### config.mk
export PLATFORM = sky130hd
export DESIGN_NAME = addr_win_decoder
export DESIGN_NICKNAME = d
export VERILOG_FILES = /design/src/rtl/awd_pkg.sv /design/src/rtl/awd_win_regs.sv /design/src/rtl/awd_win_match.sv /design/src/rtl/awd_prio_sel.sv /design/src/rtl/addr_win_decoder.sv
export SDC_FILE = /design/constraint.sdc
export NUM_CORES = 1
export LEC_CHECK = 0
export CAP_MARGIN = 20
export CORE_MARGIN = 2
export CORE_UTILIZATION = 35
export CTS_CLUSTER_DIAMETER = 50
export DETAILED_ROUTE_END_ITERATION = 10
export DONT_BUFFER_PORTS = 1
export GPL_TIMING_DRIVEN = 0
export PLACE_DENSITY = 0.53
export SETUP_SLACK_MARGIN = 0.2
export SYNTH_ARGS = -nofsm -noshare
export SYNTH_HDL_FRONTEND = slang
export SYNTH_SLANG_ARGS = --single-unit
### constraint.sdc
create_clock -name clk -period 8.9 [get_ports clk]
set_clock_uncertainty 0.1 [all_clocks]
set_input_delay 2.225 -clock clk [delete_from_list [all_inputs] [get_ports clk]]
set_output_delay 2.225 -clock clk [all_outputs]
set_load 0.01 [all_outputs]
### src/rtl/awd_pkg.sv
package awd_pkg;
  typedef enum logic [1:0] {
    SEL_CTRL = 2'd0,
    SEL_BASE = 2'd1,
    SEL_RMLO = 2'd2,
    SEL_RMHI = 2'd3
  } awd_sel_e;

  localparam int TGT_W  = 4;
  localparam int ATTR_W = 8;
  localparam int UNIT_W = 16;
  localparam int OUT_W  = 64;
endpackage

### src/rtl/awd_win_regs.sv
module awd_win_regs
  import awd_pkg::*;
#(
  parameter int          NUM_WIN      = 8,
  parameter int          NUM_REMAP    = 4,
  parameter int          IDX_W        = 4,
  parameter logic [15:0] INT_BASE_RST = 16'hF100
) (
  input  logic              clk,
  input  logic              rst_n,
  input  logic              we,
  input  logic [IDX_W-1:0]  idx,
  input  awd_sel_e          sel,
  input  logic [31:0]       wdata,
  output logic [31:0]       rdata,
  output logic              en_o   [NUM_WIN],
  output logic [TGT_W-1:0]  tgt_o  [NUM_WIN],
  output logic [ATTR_W-1:0] attr_o [NUM_WIN],
  output logic [UNIT_W-1:0] size_o [NUM_WIN],
  output logic [UNIT_W-1:0] base_o [NUM_WIN+1],
  output logic [UNIT_W-1:0] rlo_o  [NUM_REMAP],
  output logic [31:0]       rhi_o  [NUM_REMAP]
);
  localparam int CTL_W = UNIT_W + ATTR_W + TGT_W + 1;

  for (genvar w = 0; w < NUM_WIN; w++) begin : g_ctrl
    logic             wr;
    logic [CTL_W-1:0] ctl_d, ctl_q;
    assign wr = we && (idx == IDX_W'(w)) && (sel == SEL_CTRL);
    always_comb ctl_d = {wdata[31:8], wdata[7:4], wdata[0]};
    always_ff @(posedge clk or negedge rst_n) begin
      if (!rst_n)  ctl_q <= '0;
      else if (wr) ctl_q <= ctl_d;
    end
    assign en_o[w]   = ctl_q[0];
    assign tgt_o[w]  = ctl_q[TGT_W:1];
    assign attr_o[w] = ctl_q[TGT_W+ATTR_W:TGT_W+1];
    assign size_o[w] = ctl_q[CTL_W-1:TGT_W+ATTR_W+1];
  end

  for (genvar w = 0; w <= NUM_WIN; w++) begin : g_base
    localparam logic [UNIT_W-1:0] RST = (w == NUM_WIN) ? INT_BASE_RST : '0;
    logic              wr;
    logic [UNIT_W-1:0] base_d, base_q;
    assign wr = we && (idx == IDX_W'(w)) && (sel == SEL_BASE);
    always_comb base_d = wdata[31:16];
    always_ff @(posedge clk or negedge rst_n) begin
      if (!rst_n)  base_q <= RST;
      else if (wr) base_q <= base_d;
    end
    assign base_o[w] = base_q;
  end

  for (genvar r = 0; r < NUM_REMAP; r++) begin : g_remap
    logic              wr_lo, wr_hi;
    logic [UNIT_W-1:0] lo_d, lo_q;
    logic [31:0]       hi_d, hi_q;
    assign wr_lo = we && (idx == IDX_W'(r)) && (sel == SEL_RMLO);
    assign wr_hi = we && (idx == IDX_W'(r)) && (sel == SEL_RMHI);
    always_comb begin
      lo_d = wdata[31:16];
      hi_d = wdata;
    end
    always_ff @(posedge clk or negedge rst_n) begin
      if (!rst_n) begin
        lo_q <= '0;
        hi_q <= '0;
      end else begin
        if (wr_lo) lo_q <= lo_d;
        if (wr_hi) hi_q <= hi_d;
      end
    end
    assign rlo_o[r] = lo_q;
    assign rhi_o[r] = hi_q;
  end

  always_comb begin
    rdata = '0;
    for (int w = 0; w < NUM_WIN; w++)
      if (idx == IDX_W'(w) && sel == SEL_CTRL)
        rdata = {size_o[w], attr_o[w], tgt_o[w], 3'b000, en_o[w]};
    for (int w = 0; w <= NUM_WIN; w++)
      if (idx == IDX_W'(w) && sel == SEL_BASE)
        rdata = {base_o[w], 16'h0000};
    for (int r = 0; r < NUM_REMAP; r++) begin
      if (idx == IDX_W'(r) && sel == SEL_RMLO) rdata = {rlo_o[r], 16'h0000};
      if (idx == IDX_W'(r) && sel == SEL_RMHI) rdata = rhi_o[r];
    end
  end


  oob_read_zero_chk: assert property (@(posedge clk) disable iff (!rst_n)
    (idx > IDX_W'(NUM_WIN)) |-> (rdata == 32'h0));


  oob_write_keep_chk: assert property (@(posedge clk) disable iff (!rst_n)
    (we && idx > IDX_W'(NUM_WIN)) |=> $stable(base_o[NUM_WIN]));
endmodule

### src/rtl/awd_win_match.sv
module awd_win_match
  import awd_pkg::*;
(
  input  logic              en,
  input  logic [UNIT_W-1:0] base,
  input  logic [UNIT_W-1:0] size,
  input  logic [31:0]       addr,
  output logic              hit,
  output logic [31:0]       mask
);
  always_comb begin
    mask = {size, 16'hFFFF};
    hit  = en && ((addr & ~mask) == ({base, 16'h0000} & ~mask));
  end
endmodule

### src/rtl/awd_prio_sel.sv
module awd_prio_sel #(
  parameter int N     = 9,
  parameter int IDX_W = 4
) (
  input  logic [N-1:0]     hits,
  output logic             any,
  output logic [IDX_W-1:0] idx
);
  always_comb begin
    any = |hits;
    idx = '0;
    for (int i = N - 1; i >= 0; i--)
      if (hits[i]) idx = IDX_W'(i);
  end
endmodule

### src/rtl/addr_win_decoder.sv
module addr_win_decoder
  import awd_pkg::*;
#(
  parameter int          NUM_WIN       = 8,
  parameter int          NUM_REMAP     = 4,
  parameter int          INT_SIZE_LOG2 = 20,
  parameter logic [3:0]  INT_TGT       = 4'hF,
  parameter logic [15:0] INT_BASE_RST  = 16'hF100,
  localparam int         IDX_W         = $clog2(NUM_WIN + 1),
  localparam int         RA_W          = IDX_W + 2
) (
  input  logic             clk,
  input  logic             rst_n,
  input  logic             addr_valid,
  input  logic [31:0]      addr,
  input  logic             reg_we,
  input  logic [RA_W-1:0]  reg_addr,
  input  logic [31:0]      reg_wdata,
  output logic [31:0]      reg_rdata,
  output logic             hit,
  output logic             miss,
  output logic [IDX_W-1:0] win_idx,
  output logic [3:0]       tgt_id,
  output logic [7:0]       attr,
  output logic [63:0]      out_addr
);
  localparam logic [UNIT_W-1:0] INT_SIZE_FIELD =
    UNIT_W'((32'd1 << (INT_SIZE_LOG2 - 16)) - 1);

  logic [IDX_W-1:0]  ridx;
  awd_sel_e          rsel;
  logic              en_w   [NUM_WIN];
  logic [TGT_W-1:0]  tgt_w  [NUM_WIN];
  logic [ATTR_W-1:0] attr_w [NUM_WIN];
  logic [UNIT_W-1:0] size_w [NUM_WIN];
  logic [UNIT_W-1:0] base_w [NUM_WIN+1];
  logic [UNIT_W-1:0] rlo_w  [NUM_REMAP];
  logic [31:0]       rhi_w  [NUM_REMAP];

  assign ridx = reg_addr[RA_W-1:2];
  assign rsel = awd_sel_e'(reg_addr[1:0]);

  awd_win_regs #(
    .NUM_WIN(NUM_WIN), .NUM_REMAP(NUM_REMAP), .IDX_W(IDX_W), .INT_BASE_RST(INT_BASE_RST)
  ) u_regs (
    .clk(clk), .rst_n(rst_n), .we(reg_we), .idx(ridx), .sel(rsel), .wdata(reg_wdata),
    .rdata(reg_rdata), .en_o(en_w), .tgt_o(tgt_w), .attr_o(attr_w), .size_o(size_w),
    .base_o(base_w), .rlo_o(rlo_w), .rhi_o(rhi_w)
  );

  logic [NUM_WIN:0]  hit_v;
  logic [31:0]       mask_v [NUM_WIN+1];
  logic [OUT_W-1:0]  xa_v   [NUM_WIN+1];
  logic [TGT_W-1:0]  tgt_v  [NUM_WIN+1];
  logic [ATTR_W-1:0] attr_v [NUM_WIN+1];

  for (genvar w = 0; w <= NUM_WIN; w++) begin : g_win
    if (w < NUM_WIN) begin : g_gen
      awd_win_match u_match (
        .en(en_w[w]), .base(base_w[w]), .size(size_w[w]), .addr(addr),
        .hit(hit_v[w]), .mask(mask_v[w])
      );
      assign tgt_v[w]  = tgt_w[w];
      assign attr_v[w] = attr_w[w];
    end else begin : g_int
      awd_win_match u_match (
        .en(1'b1), .base(base_w[w]), .size(INT_SIZE_FIELD), .addr(addr),
        .hit(hit_v[w]), .mask(mask_v[w])
      );
      assign tgt_v[w]  = INT_TGT;
      assign attr_v[w] = '0;
    end
    if (w < NUM_REMAP) begin : g_rm
      assign xa_v[w] = {rhi_w[w], ({rlo_w[w], 16'h0000} & ~mask_v[w]) | (addr & mask_v[w])};
    end else begin : g_pass
      assign xa_v[w] = {32'h0, addr};
    end
  end

  logic             any_hit;
  logic [IDX_W-1:0] pick;

  awd_prio_sel #(.N(NUM_WIN + 1), .IDX_W(IDX_W)) u_prio (
    .hits(hit_v), .any(any_hit), .idx(pick)
  );

  logic              hit_d, miss_d;
  logic [IDX_W-1:0]  idx_d;
  logic [TGT_W-1:0]  tgt_d;
  logic [ATTR_W-1:0] attr_d;
  logic [OUT_W-1:0]  xa_d;

  always_comb begin
    hit_d  = addr_valid & any_hit;
    miss_d = addr_valid & ~any_hit;
    idx_d  = '0;
    tgt_d  = '0;
    attr_d = '0;
    xa_d   = '0;
    for (int w = 0; w <= NUM_WIN; w++)
      if (any_hit && pick == IDX_W'(w)) begin
        idx_d  = pick;
        tgt_d  = tgt_v[w];
        attr_d = attr_v[w];
        xa_d   = xa_v[w];
      end
  end

  always_ff @(posedge clk or negedge rst_n) begin
    if (!rst_n) begin
      hit      <= 1'b0;
      miss     <= 1'b0;
      win_idx  <= '0;
      tgt_id   <= '0;
      attr     <= '0;
      out_addr <= '0;
    end else begin
      hit  <= hit_d;
      miss <= miss_d;
      if (addr_valid) begin
        win_idx  <= idx_d;
        tgt_id   <= tgt_d;
        attr     <= attr_d;
        out_addr <= xa_d;
      end
    end
  end


  hit_miss_excl_chk: assert property (@(posedge clk) disable iff (!rst_n)
    !(hit && miss));


  miss_fields_zero_chk: assert property (@(posedge clk) disable iff (!rst_n)
    miss |-> (tgt_id == '0 && attr == '0 && win_idx == '0 && out_addr == '0));


  result_follows_valid_chk: assert property (@(posedge clk) disable iff (!rst_n)
    addr_valid |=> (hit || miss));


  no_result_without_valid_chk: assert property (@(posedge clk) disable iff (!rst_n)
    !addr_valid |=> (!hit && !miss));


  intreg_target_chk: assert property (@(posedge clk) disable iff (!rst_n)
    (hit && win_idx == IDX_W'(NUM_WIN)) |-> (tgt_id == INT_TGT && attr == '0 && out_addr[63:32] == '0));
endmodule

==> summary.txt, run 1 <==
Initial DRC Count: 3554
number of global-route vias before repair: 27354
Routed wire per std cell: 36.46 microns
final worst slack: -60.87 ps
Layout area overhead: 15.49%
post-DP HPWL: 124200 microns
Max-Cap Viols: 0
Synth Flop Type: dfrtp_1
Setup Buffers After CTS: 0
RSZ-0062 raised after global routing: yes
grt total ovfl: 0
final setup violation count: 1
Startpoint Class: primary input
Cells after Synth: 3046
Crit Path Class: in -> out
PortBufs: 0
failing checks: max-slew violations, negative setup slack
Slew headroom: -31.90%
chip width: 316.4 microns
Longest Clk Path Bufs: 3
global-route wire length before repair: 226000 microns
CTS root buf: clkbuf_16
WP data arrival: 6640 ps
Die Ht: 316.4 microns
via count: 28744
power density cells: 221.0 nW/um^2
Synth Warn #: 0
Hold Path Class: reg -> reg
Worst Path Max Fanout: 10
post-synthesis sequential area ratio: 47.64%
CTS tree: done
Distinct cells, synth: 84
TritonCTS Sinks: 650
#FFs+latches synth: 650
DRC: 0
largest net degree at the start of global routing: 651
reg-to-reg slack, setup: 3770 ps
Pins Over Slew Limit: 192
Post-synth ARST share: 100.0%
cts hold-fix bufs: 0
Non-Filler Instances: 4526
Core Area: 96710 sq um
H-tree lvl count: 3
Mean Syn Cell Area: 11.21 sq um
antenna violations before repair: 6
Routed Wire Length: 165000 microns
num ports: 188
Routed Antenna Nets: 0
fraction of layout cells with a size suffix above 1: 28.04%
FF-to-FF Start: u_regs.g_base[0].base_q[8]$_DFFE_PN0P_
clk_lat worst skew: 700 ps
Post-Syn Area: 34160 sq um
GRT Overall Usage: 32.47%
Fmax achieved: 111.6 MHz
Max VDD drop: 0.1401 mV
total power: 8.719 mW
gpl congestion: 1.031
Lkg Pwr: 17.21 nW
Vias/cell: 6.351
hold path start: u_regs.g_remap[1].hi_q[16]$_DFFE_PN0P_
Die ar.: 100100 sq um
Tmin final: 8961 ps
Synthesized Nets: 3120
status: finished with violations
Setup TNS: -60.87 ps
endpoint type of the worst setup path: output pin
CTS buffer count: 98
post-cts sizing count: 5
Initial Util: 35.32%
clk slew on worst S/H paths: 60 ps
Final period util: 100.7%
dpl cells: 4342
final net count: 3242
final hold vios: 0
Worst Tran Pin Value: 1978 ps
Crit. Startpoint: reg_addr[0]
drt first pass iters: 7
CP required: 6580 ps
EDFF count, synth: 0
row count: 114
-- sequential cells by signal (all words and copies together), names as in the netlist --
register,cells
u_regs.g_ctrl.ctl_q,232
miss,1
out_addr,64
hit,1
u_regs.g_remap.hi_q,128
tgt_id,4
u_regs.g_base.base_q,144
u_regs.g_remap.lo_q,64
win_idx,4
attr,8
-- cell usage in the layout (no fill, tap or decap), drive strengths merged, types with 15 or more instances in the layout --
cell type / synthesis / routed
mux2i: 94 / 94
nand2b: 16 / 16
a31oi: 23 / 23
o2bb2ai: 20 / 20
a221oi: 43 / 43
nor2: 157 / 157
a211oi: 37 / 37
o21ai: 100 / 100
o22ai: 121 / 121
a221o: 18 / 18
nand3: 35 / 35
clkinv: 0 / 22
mux2: 595 / 595
nor3: 18 / 18
dfrtp: 645 / 645
nand2: 193 / 193
o32ai: 25 / 25
buf: 102 / 121
a22oi: 49 / 49
nor3b: 16 / 16
a222oi: 29 / 29
o221ai: 15 / 15
nor4: 16 / 16
inv: 70 / 92
a21oi: 143 / 143
clkbuf: 162 / 288
xnor2: 128 / 128
-- synthesized netlist by cell type, types with 6 or more instances --
cell	count	area (sq um)
dfrtp_1	645	16140
mux2_2	591	6655
nand2_1	192	720.7
clkbuf_1	162	608.1
nor2_1	155	581.8
a21oi_1	143	715.7
xnor2_1	127	1112
o22ai_1	119	744.5
o21ai_0	98	490.5
mux2i_1	94	940.9
inv_1	70	262.8
a22oi_1	49	367.9
a221oi_1	42	367.9
buf_2	41	205.2
a211oi_1	37	277.8
buf_1	35	131.4
nand3_1	33	165.2
a222oi_1	29	290.3
o32ai_1	25	219.0
a31oi_1	23	143.9
o2bb2ai_1	20	175.2
a221o_1	18	180.2
buf_6	17	191.4
nand2b_1	16	100.1
nor3_1	16	80.08
nor3b_1	16	120.1
o221ai_1	15	131.4
nor2b_1	14	87.58
a2bb2oi_1	13	113.9
and3_1	13	81.33
o21a_1	12	90.09
xor2_1	12	105.1
nor4_1	11	68.82
buf_4	9	67.56
o211ai_1	9	67.56
a22o_1	8	70.07
mux4_2	8	180.2
o31ai_1	8	60.06
o41ai_1	8	70.07
nand3b_1	7	52.55
and2_1	6	37.54
nand4_1	6	37.54
-- report_power, final --
| part | switching, mW | internal [mW] | total (mW) |
|---|---|---|---|
| clock network | 1.60 | 2.28 | 3.88 |
| logic | 0.538 | 0.514 | 1.05 |
| registers | 0.480 | 3.31 | 3.79 |
| total | 2.62 | 6.10 | 8.72 |
-- cell families after synthesis --
kind of cell              Yosys count  share of synthesized area (%)
muxes                             697                          22.94
xor gates and xnor gates          140                          3.612
AOI/OAI and AO/OA                 718                          14.62
DFF                               650                          47.64
buffers and inverters             334                          4.293
and+or+nand+nor                   507                          6.897
-- worst max-delay path, cell delays in order --
cell and delay [ps]:
clkbuf_1 590, nor3b_1 400, and2_1 180, clkbuf_1 530, nand2_1 600, o21ai_0 330
a21oi_1 170, nor4_1 730, a2111oi_0 190, o31ai_2 660
-- area by class of cell --
type,count,area (sq um)
multi-input cells,2062,16510
repair buffers,22,310.3
flip-flops and latches,650,16270
plain buffers,264,1225
clock buffers,125,2696
inverters,70,262.8
well taps,1276,1597
fillers,9466,57260
clock inverters,56,570.5
diodes,1,2.502
-- metal layers --
layer  share of wire [%]  global-route usage (%)  routed length, microns  up-vias
li1                    -                       -                       -    11544
met1                  41                   43.85                   67100    14847
met2                  42                   47.16                   69910     1930
met3                  11                   9.353                   18460      419
met4                 5.8                   16.87                    9518        4
met5               0.018                       0                      29        -
-- path summary, 6_finish.rpt --
| path | to | cells after the start |
|---|---|---|
| max in group asynchronous | out_addr[26]$_DFFE_PN0P_ | 0 |
| max reg2reg | out_addr[20]$_DFFE_PN0P_ | 11 |
| min in group asynchronous | u_regs.g_remap[2].hi_q[10]$_DFFE_PN0P_ | 0 |
| max | reg_rdata[16] | 10 |
| min | u_regs.g_remap[1].hi_q[16]$_DFFE_PN0P_ | 1 |
| min reg2reg | u_regs.g_remap[1].hi_q[16]$_DFFE_PN0P_ | 1 |
-- stage by stage --
| stage | util (%) | hold WS [ps] | setup WS (ps) | cell area (sq um) |
|---|---|---|---|---|
| final | 40.79 | 406.0 | -60.87 | 39450 |
| after global routing | 40.79 | 430.3 | 102.4 | 39450 |
| after CTS | 40.71 | 405.9 | 17.20 | 39370 |
| after detailed placement | 37.31 | 393.6 | -89.83 | 36080 |
| after global placement | 36.97 | 391.3 | -455.0 | 35760 |
| after floorplan | - | 379.4 | 2027 | 34160 |
Power figures use the tool's default switching activity.
==> run 2: changes to the inputs <==
Settings changed: PLACE_DENSITY 0.53 to default.
==> summary.txt, run 2 (synthesis gave the netlist of run 1 again) <==
final hold vios: 0 (unchanged)
Worst Tran Pin Value: 2052 ps (+73.49 ps)
cell with the largest stage delay on the worst path: clkbuf_1
status: finished with violations
final net count: 3233 (-0.28%)
antenna violations before repair: 7 (+1)
commonest non-fill, non-tap cell in the layout: dfrtp_1
clk slew on worst S/H paths: 60 ps (about the same)
dpl cells: 4336 (-0.14%)
total power: 8.664 mW (-0.63%)
Lkg Pwr: 17.11 nW (-0.59%)
Largest Register: u_regs.g_ctrl.ctl_q
combinational cell fraction of total power: 12.1% (about the same)
gpl congestion: 1.058 (+2.6%)
GRT Overall Usage: 31.44% (-1.0 points)
final setup violation count: 1 (unchanged)
Psw: 2.568 mW (-1.9%)
Startpoint Class: primary input
switching share of power: 29.64% (-0.38 points)
Max VDD drop: 0.1608 mV (+15%)
WP data arrival: 6590 ps (-50 ps)
endpoint type of the worst setup path: output pin
most frequent cells in the layout: 645 x dfrtp_1, 591 x mux2_2, 192 x nand2_1, 167 x clkbuf_1, 149 x nor2_1
largest net degree at the start of global routing: 651 (unchanged)
Clock power frac: 44.3% (-0.2 points)
Max-Cap Viols: 0 (unchanged)
Largest regs: u_regs.g_ctrl.ctl_q (232), u_regs.g_base.base_q (144), u_regs.g_remap.hi_q (128)
Slew headroom: -36.80% (-4.9 points)
row count: 114 (unchanged)
CTS root buf: clkbuf_16
Routed Wire Length: 160000 microns (-3.0%)
Hold Path Class: reg -> reg
Largest register FFs: 232 (unchanged)
CP max stage delay: 1040 ps (+310 ps)
Longest Clk Path Bufs: 3 (unchanged)
crit path cell chain: buf_2 -> buf_2 -> inv_1 -> clkbuf_1 -> clkbuf_1 -> o21ai_0 -> a22oi_1 -> o21ai_0 -> a31oi_1
via count: 28530 (-0.74%)
power density cells: 220.5 nW/um^2 (-0.24%)
number of global-route vias before repair: 27141 (-0.78%)
power share of the sequential group: 43.7% (+0.2 points)
Tmin final: 8917 ps (-43.90 ps)
Final period util: 100.2% (-0.49 points)
cts hold-fix bufs: 0 (unchanged)
failing checks: max-slew violations, negative setup slack
clk_lat worst skew: 680 ps (-20 ps)
num ports: 188 (unchanged)
drt first pass iters: 9 (+2)
RSZ-0062 raised after global routing: yes
H-tree lvl count: 3 (unchanged)
Fmax achieved: 112.1 MHz (+0.49%)
Routed wire per std cell: 35.44 microns (-2.8%)
chip width: 316.4 microns (unchanged)
final worst slack: -16.97 ps (+43.90 ps)
Initial Util: 35.32% (unchanged)
fraction of layout cells with a size suffix above 1: 27.91% (-0.13 points)
Die ar.: 100100 sq um (unchanged)
CP required: 6580 ps (about the same)
Pins Over Slew Limit: 278 (+45%)
CTS buffer count: 93 (-5.1%)
WP buf/inv: 5 (+3)
Non-Filler Instances: 4515 (-0.24%)
Crit Path Class: in -> out
CTS tree: done
Initial DRC Count: 4127 (+16%)
grt total ovfl: 0 (unchanged)
Routed Antenna Nets: 0 (unchanged)
CP top delay family: buffers and inverters
post-DP HPWL: 121400 microns (-2.2%)
Die Ht: 316.4 microns (unchanged)
WHS: 407.6 ps (+1.633 ps)
TritonCTS Sinks: 650 (unchanged)
Core Area: 96710 sq um (unchanged)
global-route wire length before repair: 221000 microns (-2.2%)
Vias/cell: 6.319 (-0.50%)
PortBufs: 0 (unchanged)
reg-to-reg slack, setup: 4050 ps (+280 ps)
DRC: 0 (unchanged)
Pint: 6.096 mW (about the same)
Worst Path Max Fanout: 10 (unchanged)
Layout area overhead: 15.04%
==> run 2: power groups by stage <==
stage	clock, mW	combinational [mW]	sequential, mW
floorplan	0	0.726	3.58
global placement	0	0.983	3.79
detailed placement	0	1.00	3.79
CTS	3.86	1.01	3.75
global route	3.99	1.09	3.80
finish	3.84	1.05	3.78
==> run 2: worst paths after layout <==
kind                                                   startpoint                                     end  depth (start not counted)
hold reg to reg            u_regs.g_base[8].base_q[1]$_DFFE_PN0P_  u_regs.g_base[8].base_q[1]$_DFFE_PN0P_                          1
setup reg to reg           u_regs.g_base[0].base_q[8]$_DFFE_PN0P_                out_addr[21]$_DFFE_PN0P_                         11
hold / removal             u_regs.g_base[8].base_q[1]$_DFFE_PN0P_  u_regs.g_base[8].base_q[1]$_DFFE_PN0P_                          1
min in group asynchronous                                   rst_n  u_regs.g_remap[2].hi_q[10]$_DFFE_PN0P_                          0
setup / recovery                                      reg_addr[2]                           reg_rdata[31]                          9
max in group asynchronous                                   rst_n  u_regs.g_ctrl[2].ctl_q[21]$_DFFE_PN0P_                          0
==> run 2: metal layers <==
metal / wire length (microns) / share of wire, % / global-route usage (%) / up-vias
met5: 37 / 0.023 / 0 / -
met4: 10510 / 6.6 / 18.21 / 6
met3: 18320 / 11 / 8.901 / 476
met2: 67060 / 42 / 45.21 / 1985
met1: 64070 / 40 / 42.23 / 14542
li1: - / - / - / 11521
==> run 2: worst reg2reg max path, cell delays in order (launching register included) <==
cell and delay [ps]:
dfrtp_1 410, xnor2_1 760, o22ai_1 200, nor4_1 390
and3_1 310, buf_2 320, nor2_1 180, nand3_1 710
buf_2 500, nor3b_1 110, a211oi_1 560, a21oi_1 140
==> run 2: cell type report <==
| cell class | instances | area, sq um |
|---|---|---|
| Tap cell | 1276 | 1597 |
| Fill cell | 9365 | 57410 |
| Inverter | 70 | 262.8 |
| Clock buffer | 113 | 2534 |
| Sequential cell | 650 | 16270 |
| Buffer | 264 | 1209 |
| Multi-Input combinational cell | 2062 | 16500 |
| Clock inverter | 58 | 675.6 |
| Timing Repair Buffer | 18 | 237.7 |
| Antenna cell | 4 | 10.01 |
==> run 2: metrics by stage <==
stage                     util [%]  TNS (ps)  setup slack [ps]  instance area, sq um
after floorplan                  -         0              2027                 34160
after global placement       36.97     -2812            -497.9                 35760
after detailed placement     37.21    -27.57            -27.57                 35980
after CTS                    40.55         0             204.2                 39220
after global routing         40.62         0             86.73                 39290
final                        40.63    -16.97            -16.97                 39300
==> run 2: repair_timing <==
item,in CTS,in global routing
endpoints found under the hold margin,0,0
buffers inserted,0,0
endpoints found under the setup margin,8,9
gates resized for setup,7,11
